**src/rtl/mdio_pkg.sv**
```systemverilog
package mdio_pkg;
  localparam int FRAME_LEN  = 64;
  localparam int PRE_LEN    = 32;
  localparam int TA_FIRST   = 46;
  localparam int DATA_FIRST = 48;
  localparam int DATA_LEN   = 16;
  localparam int ADDR_W     = 5;
  localparam int BIT_IDX_W  = $clog2(FRAME_LEN);
  // vector bit index below which a read frame is released
  localparam int RELEASE_VEC = FRAME_LEN - TA_FIRST;

  typedef enum logic [1:0] {
    OPC_WRITE = 2'b01,
    OPC_READ  = 2'b10
  } mdio_opc_e;

  localparam logic [1:0] SOF_PAT   = 2'b01;
  localparam logic [1:0] WR_TA_PAT = 2'b10;
endpackage

```
**src/rtl/mdio_mdc_gen.sv**
```systemverilog
module mdio_mdc_gen #(
  parameter int DIV_HALF = 20
) (
  input  logic clk,
  input  logic rst_n,
  input  logic run,
  output logic mdc,
  output logic rise_stb,
  output logic fall_stb
);
  localparam int CW = (DIV_HALF > 1) ? $clog2(DIV_HALF) : 1;
  localparam logic [CW-1:0] LAST = CW'(DIV_HALF - 1);

  logic [CW-1:0] cnt;
  logic          tick;

  assign tick     = run && (cnt == LAST);
  assign rise_stb = tick && !mdc;
  assign fall_stb = tick && mdc;

  always_ff @(posedge clk or negedge rst_n) begin
    if (!rst_n) begin
      cnt <= '0;
      mdc <= 1'b0;
    end else if (!run) begin
      cnt <= '0;
      mdc <= 1'b0;
    end else if (tick) begin
      cnt <= '0;
      mdc <= ~mdc;
    end else begin
      cnt <= cnt + 1'b1;
    end
  end
endmodule

```
**src/rtl/mdio_frame_build.sv**
```systemverilog
module mdio_frame_build
  import mdio_pkg::*;
(
  input  logic                  is_write,
  input  logic [ADDR_W-1:0]     phy,
  input  logic [ADDR_W-1:0]     regad,
  input  logic [DATA_LEN-1:0]   wdata,
  output logic [FRAME_LEN-1:0]  frame,
  output logic [FRAME_LEN-1:0]  oe_mask
);
  mdio_opc_e opc;

  assign opc   = is_write ? OPC_WRITE : OPC_READ;
  assign frame = {{PRE_LEN{1'b1}}, SOF_PAT, opc, phy, regad,
                  is_write ? WR_TA_PAT : 2'b00,
                  is_write ? wdata : {DATA_LEN{1'b0}}};

  for (genvar i = 0; i < FRAME_LEN; i++) begin : g_oe
    if (i >= RELEASE_VEC) begin : g_drv
      assign oe_mask[i] = 1'b1;
    end else begin : g_sel
      assign oe_mask[i] = is_write;
    end
  end
endmodule

```
**src/rtl/mdio_shift_engine.sv**
```systemverilog
module mdio_shift_engine
  import mdio_pkg::*;
(
  input  logic                 clk,
  input  logic                 rst_n,
  input  logic                 start,
  input  logic                 start_write,
  input  logic [FRAME_LEN-1:0] frame,
  input  logic [FRAME_LEN-1:0] oe_mask,
  input  logic                 rise_stb,
  input  logic                 fall_stb,
  input  logic                 mdio_i,
  output logic                 busy,
  output logic                 done,
  output logic [DATA_LEN-1:0]  rd_data,
  output logic                 mdio_o,
  output logic                 mdio_oe
);
  localparam logic [BIT_IDX_W-1:0] LAST_BIT  = BIT_IDX_W'(FRAME_LEN - 1);
  localparam logic [BIT_IDX_W-1:0] DATA_BIT0 = BIT_IDX_W'(DATA_FIRST);

  logic [FRAME_LEN-1:0] out_sh;
  logic [FRAME_LEN-1:0] oe_sh;
  logic [BIT_IDX_W-1:0] bit_idx;
  logic [DATA_LEN-1:0]  in_sh;
  logic                 is_rd;

  assign mdio_o  = out_sh[FRAME_LEN-1];
  assign mdio_oe = busy & oe_sh[FRAME_LEN-1];

  always_ff @(posedge clk or negedge rst_n) begin
    if (!rst_n) begin
      out_sh  <= '0;
      oe_sh   <= '0;
      bit_idx <= '0;
      in_sh   <= '0;
      is_rd   <= 1'b0;
      busy    <= 1'b0;
      done    <= 1'b0;
      rd_data <= '0;
    end else begin
      done <= 1'b0;
      if (!busy) begin
        if (start) begin
          out_sh  <= frame;
          oe_sh   <= oe_mask;
          bit_idx <= '0;
          is_rd   <= !start_write;
          busy    <= 1'b1;
        end
      end else begin
        if (rise_stb && is_rd && (bit_idx >= DATA_BIT0)) begin
          in_sh <= {in_sh[DATA_LEN-2:0], mdio_i};
        end
        if (fall_stb) begin
          if (bit_idx == LAST_BIT) begin
            busy <= 1'b0;
            done <= 1'b1;
            if (is_rd) rd_data <= in_sh;
          end else begin
            bit_idx <= bit_idx + 1'b1;
            out_sh  <= {out_sh[FRAME_LEN-2:0], 1'b1};
            oe_sh   <= {oe_sh[FRAME_LEN-2:0], 1'b0};
          end
        end
      end
    end
  end
endmodule

```
**src/rtl/mdio_frame_master.sv**
```systemverilog
module mdio_frame_master
  import mdio_pkg::*;
#(
  parameter int DIV_HALF = 20
) (
  input  logic        clk,
  input  logic        rst_n,
  input  logic        cmd_valid,
  output logic        cmd_ready,
  input  logic        cmd_write,
  input  logic [4:0]  cmd_phy,
  input  logic [4:0]  cmd_reg,
  input  logic [15:0] cmd_wdata,
  output logic        busy,
  output logic        done,
  output logic [15:0] rd_data,
  output logic        mdc,
  output logic        mdio_o,
  output logic        mdio_oe,
  input  logic        mdio_i
);
  logic [FRAME_LEN-1:0] frame;
  logic [FRAME_LEN-1:0] oe_mask;
  logic                 rise_stb;
  logic                 fall_stb;
  logic                 accept;

  assign cmd_ready = !busy;
  assign accept    = cmd_valid && cmd_ready;

  mdio_mdc_gen #(.DIV_HALF(DIV_HALF)) u_mdc (
    .clk      (clk),
    .rst_n    (rst_n),
    .run      (busy),
    .mdc      (mdc),
    .rise_stb (rise_stb),
    .fall_stb (fall_stb)
  );

  mdio_frame_build u_build (
    .is_write (cmd_write),
    .phy      (cmd_phy),
    .regad    (cmd_reg),
    .wdata    (cmd_wdata),
    .frame    (frame),
    .oe_mask  (oe_mask)
  );

  mdio_shift_engine u_eng (
    .clk         (clk),
    .rst_n       (rst_n),
    .start       (accept),
    .start_write (cmd_write),
    .frame       (frame),
    .oe_mask     (oe_mask),
    .rise_stb    (rise_stb),
    .fall_stb    (fall_stb),
    .mdio_i      (mdio_i),
    .busy        (busy),
    .done        (done),
    .rd_data     (rd_data),
    .mdio_o      (mdio_o),
    .mdio_oe     (mdio_oe)
  );
endmodule

```
**config.mk**
```make
export PLATFORM = sky130hd
export DESIGN_NAME = mdio_frame_master
export DESIGN_NICKNAME = d
export VERILOG_FILES = /design/src/rtl/mdio_pkg.sv /design/src/rtl/mdio_mdc_gen.sv /design/src/rtl/mdio_frame_build.sv /design/src/rtl/mdio_shift_engine.sv /design/src/rtl/mdio_frame_master.sv
export SDC_FILE = /design/constraint.sdc
export NUM_CORES = 1
export LEC_CHECK = 0
export BUFFER_PORTS_ARGS = -buffer_cell sky130_fd_sc_hd__buf_2
export CAP_MARGIN = 30
export CORE_MARGIN = 5
export CORE_UTILIZATION = 54
export DETAILED_ROUTE_END_ITERATION = 16
export PLACE_DENSITY_LB_ADDON = 0.3
export SYNTH_ARGS = -nofsm -noshare
export SYNTH_HDL_FRONTEND = slang
export SYNTH_SLANG_ARGS = --single-unit
```
**constraint.sdc**
```tcl
create_clock -name clk -period 1.9 [get_ports clk]
set_clock_uncertainty 0.2 [all_clocks]
set_input_delay 0.19 -clock clk [delete_from_list [all_inputs] [get_ports clk]]
set_output_delay 0.19 -clock clk [all_outputs]
set_load 0.01 [all_outputs]
```
==> out/results.ini <==
[cts]
clock_tree_from_tritoncts=built
clk_sink_count=175
htree_levels=4
max-clock-path-buffers=2
cts_made_buffers=17
clk_root_buffer_cell=sky130_fd_sc_hd__clkbuf_16
clkLatencyLatePin_ns=0.43
path_clk_slew_ns=0.06

[critical_path]
crit-reg2reg-launch=u_mdc.cnt[0]
cp_data_required_time_ns=2.02
worstSetupPathType=reg -> reg
setup.worst_path.end_class=flop
startpoint_type=flop
worst_ep_arrival_time_ns=2.07
r2r_end=u_eng.oe_sh[13]
worst_r2r_path_depth=7
setup_slack_on_the_worst_flop_to_flop_path_ns=-0.06
critPathMaxFanout=15

[pwr]
power_leakage_nw=4.267
power.share.switching_pct=20.72
power.share.sequential_pct=51.0
switchingPower_mw=1.548
clock_power_share_pct=45.6
p_per_area_nw_per_um2=796.9
vdd_drop_max_mv=0.6309
intPower_mw=5.921
combPwrFrac_pct=3.5

[synth]
ys_async_sr_fraction_pct=100.0
ys_ff_latch=175
syn-num-nets=742
synth_flop_cell=sky130_fd_sc_hd__dfrtp_1
syn_inst=709
synth.top_cells.by_area=sky130_fd_sc_hd__dfrtp_1, sky130_fd_sc_hd__nand2_1, sky130_fd_sc_hd__nand3_1
netlist_area_um2=7257
synth_area_leader_cell=sky130_fd_sc_hd__dfrtp_1
yosys.cell_types.count=41
ys.warnings.count=0
fraction_of_synthesized_cell_area_taken_by_the_top_area_cell_type_pct=60.34
synth_enable_flop_cells=0
syn_avg_cell_area_um2=10.24
synth_seq_area_share_pct=60.34

[detailed_routing]
drcViolationCount=0
vias_per_cell=5.847
post_drt_wl_per_cell_um=17.59
wl_um=17430
dr.first_iter.drc_count=644
ant_nets=0
detailroute.via_count=5794
drt_first_pass_iters=6

[placement]
detailed_place.area_um2=7975
place_hpwl_um=8890
io_buffer_count=52
gpl.final_weighted_congestion=0.7513

[die]
die_x_um=125.9
start_util_pct=55.02
design.portCount=53
core_area_um2=13190
row_count=42
fp.dieH_um=125.9
die-area_um2=15860

[grt]
grt_start_max_net_pins=61
grt.overflow.total=0
grt_pass1_wl_um=27280
antenna_violations_before_repair=0
grt_pass1_vias=5536
groute.usage.overall_pct=20.86

[worst_hold_path]
worstHoldEndpoint=u_eng.busy
min_path_cells=3
min_from=cmd_valid
timing.hold.worst.class=in -> reg

[sta]
finalWorstPathRequiredPeriod_ns=1.956
max_clock_freq_mhz=511.3
rsz_0062_raised_after_global_routing=true
finalHoldViolCount=0
report.final.setup_viol=61
slew_headroom_pct=68.78
finalMaxSlewViolations=0
finalCritPeriodShare_pct=102.9
tightestPinTransition_ns=0.4683
setup_total_neg_slack_ns=-0.9921
fin_ws_ns=-0.05572

[cells_and_area]
post_route_cells_drive_above_1_share_pct=27.24
area_delta_synth_final_pct=29.16
final_area_um2=9373
utilization_of_the_core_after_routing_pct=71.06
insertedDiodeCount=0
nNetsFinal=837

[job]
timing.max_cap.violations=0

[status]
run_status=complete, but fails checks
failed_checks=setup timing

sequential cells by signal, summed over array words and instances (netlist names):
| register | cells |
|---|---|
| u_eng.oe_sh | 64 |
| u_eng.out_sh | 64 |
| u_mdc.mdc | 1 |
| u_eng.in_sh | 16 |
| u_eng.rd_data | 16 |
| u_eng.bit_idx | 6 |
| u_mdc.cnt | 5 |
| u_eng.is_rd | 1 |
| u_eng.done | 1 |
| u_eng.busy | 1 |
what timing repair did:
action / CTS / global route
gates cloned: 3 / 7
hold buffers: 29 / 0
setup endpoints to repair: 91 / 165
setup buffers: 3 / 3
resized for setup: 11 / 110
endpoints found under the hold margin: 204 / 0
pin swaps: 3 / 23
cells by family (layout without fill, tap and decap cells):
family,after synthesis,after routing,synth area share (%)
adder cells (fa/ha/maj),2,2,0.3448
multiplexers,44,44,7.155
AND/OR/NAND/NOR,296,297,18.29
buffers and inverters,58,163,3.500
flip-flops,175,175,60.34
AO/OA/AOI/OAI,131,131,10.00
XOR/XNOR,3,3,0.3621
stage by stage:
| step | power (mW) | hold WS [ns] | setup WS, ns | std cells |
|---|---|---|---|---|
| 2_1_floorplan | 3.923 | -0.3056 | -0.03785 | 709 |
| 3_3_place_gp | 4.055 | -0.06308 | -0.01711 | 916 |
| 3_5_place_dp | 4.067 | -0.06100 | -0.05973 | 916 |
| 4_1_cts | 7.491 | 0.01466 | -0.05513 | 981 |
| 5_1_grt | 7.715 | 0.04170 | -0.1333 | 991 |
| 6_report | 7.469 | 0.01659 | -0.05572 | 991 |
placed cells by master (no fill, tap or decap), types with 4 or more instances in the layout:
master	instances
sky130_fd_sc_hd__buf_6	7
sky130_fd_sc_hd__nand2_4	4
sky130_fd_sc_hd__buf_4	20
sky130_fd_sc_hd__clkinv_2	4
sky130_fd_sc_hd__dlygate4sd3_1	29
sky130_fd_sc_hd__o21ai_0	21
sky130_fd_sc_hd__clkbuf_16	22
sky130_fd_sc_hd__a21oi_1	30
sky130_fd_sc_hd__a22oi_1	15
sky130_fd_sc_hd__buf_2	51
sky130_fd_sc_hd__dfrtp_1	174
sky130_fd_sc_hd__mux2_2	20
sky130_fd_sc_hd__nor2_1	6
sky130_fd_sc_hd__buf_12	12
sky130_fd_sc_hd__o21ai_2	20
sky130_fd_sc_hd__mux2_4	13
sky130_fd_sc_hd__clkbuf_8	7
sky130_fd_sc_hd__nand2_1	164
sky130_fd_sc_hd__o21ai_1	38
sky130_fd_sc_hd__nand2_2	5
sky130_fd_sc_hd__nand3_1	84
sky130_fd_sc_hd__nand3_2	14
sky130_fd_sc_hd__mux2i_1	11
sky130_fd_sc_hd__inv_1	4
power groups by stage:
stage	sequential (mW)	clock (mW)	combinational [mW]
final	3.81	3.41	0.258
after global routing	3.81	3.62	0.290
after CTS	3.80	3.44	0.246
after detailed placement	3.87	0	0.198
after global placement	3.87	0	0.190
after floorplan	3.86	0	0.0610
layer usage:
metal  part of all wire [%]  track usage [%]  vias up
li1                       -                -     2622
met1                     42            28.01     2903
met2                     49            32.93      207
met3                    4.8            4.826       62
met4                    3.4            8.833        0
met5                      0                0        -
final cells by class:
class	instances	area, um^2
Clock inverter	5	52.55
Fill cell	900	3817
Multi-Input combinational cell	477	2927
Sequential cell	175	4380
Timing Repair Buffer	128	1247
Tap cell	176	220.2
Clock buffer	25	525.5
Inverter	5	20.02
cells in the mapped netlist (2+ instances only):
cell type                  count
sky130_fd_sc_hd__clkbuf_1     28
sky130_fd_sc_hd__mux2i_1      11
sky130_fd_sc_hd__ha_1          2
sky130_fd_sc_hd__nand3_1      99
sky130_fd_sc_hd__mux2_4       10
sky130_fd_sc_hd__a22oi_1      15
sky130_fd_sc_hd__mux2_2       23
sky130_fd_sc_hd__o211ai_1      2
sky130_fd_sc_hd__xnor2_1       2
sky130_fd_sc_hd__a21oi_1      30
sky130_fd_sc_hd__clkbuf_2      4
sky130_fd_sc_hd__o21ai_0      79
sky130_fd_sc_hd__nor3_1        2
sky130_fd_sc_hd__buf_2        19
sky130_fd_sc_hd__dfrtp_1     175
sky130_fd_sc_hd__nor2_1        8
sky130_fd_sc_hd__inv_1         4
sky130_fd_sc_hd__nand2_1     173
critical path, cell delays in order (launching register included):
cell,delay [ns]
sky130_fd_sc_hd__dfrtp_1,0.39
sky130_fd_sc_hd__ha_4,0.16
sky130_fd_sc_hd__and4bb_2,0.29
sky130_fd_sc_hd__o2111ai_4,0.21
sky130_fd_sc_hd__buf_12,0.23
sky130_fd_sc_hd__buf_16,0.15
sky130_fd_sc_hd__nand3_1,0.13
sky130_fd_sc_hd__o21ai_1,0.08
how the worst max path moves through the flow:
| stage | start | endpoint | slack (ns) | depth (start not counted) |
|---|---|---|---|---|
| floorplan | u_eng.busy | u_eng.oe_sh[45] | -0.04 | 6 |
| global placement | u_eng.bit_idx[1] | u_eng.rd_data[6] | -0.02 | 5 |
| detailed placement | u_eng.bit_idx[1] | u_eng.rd_data[7] | -0.06 | 5 |
| CTS | u_mdc.cnt[1] | u_eng.oe_sh[13] | -0.06 | 7 |
| global route | u_eng.bit_idx[5] | u_eng.out_sh[15] | -0.13 | 5 |
| finish | u_mdc.cnt[0] | u_eng.oe_sh[13] | -0.06 | 7 |
Note: power is estimated with default switching activity, not from simulation.
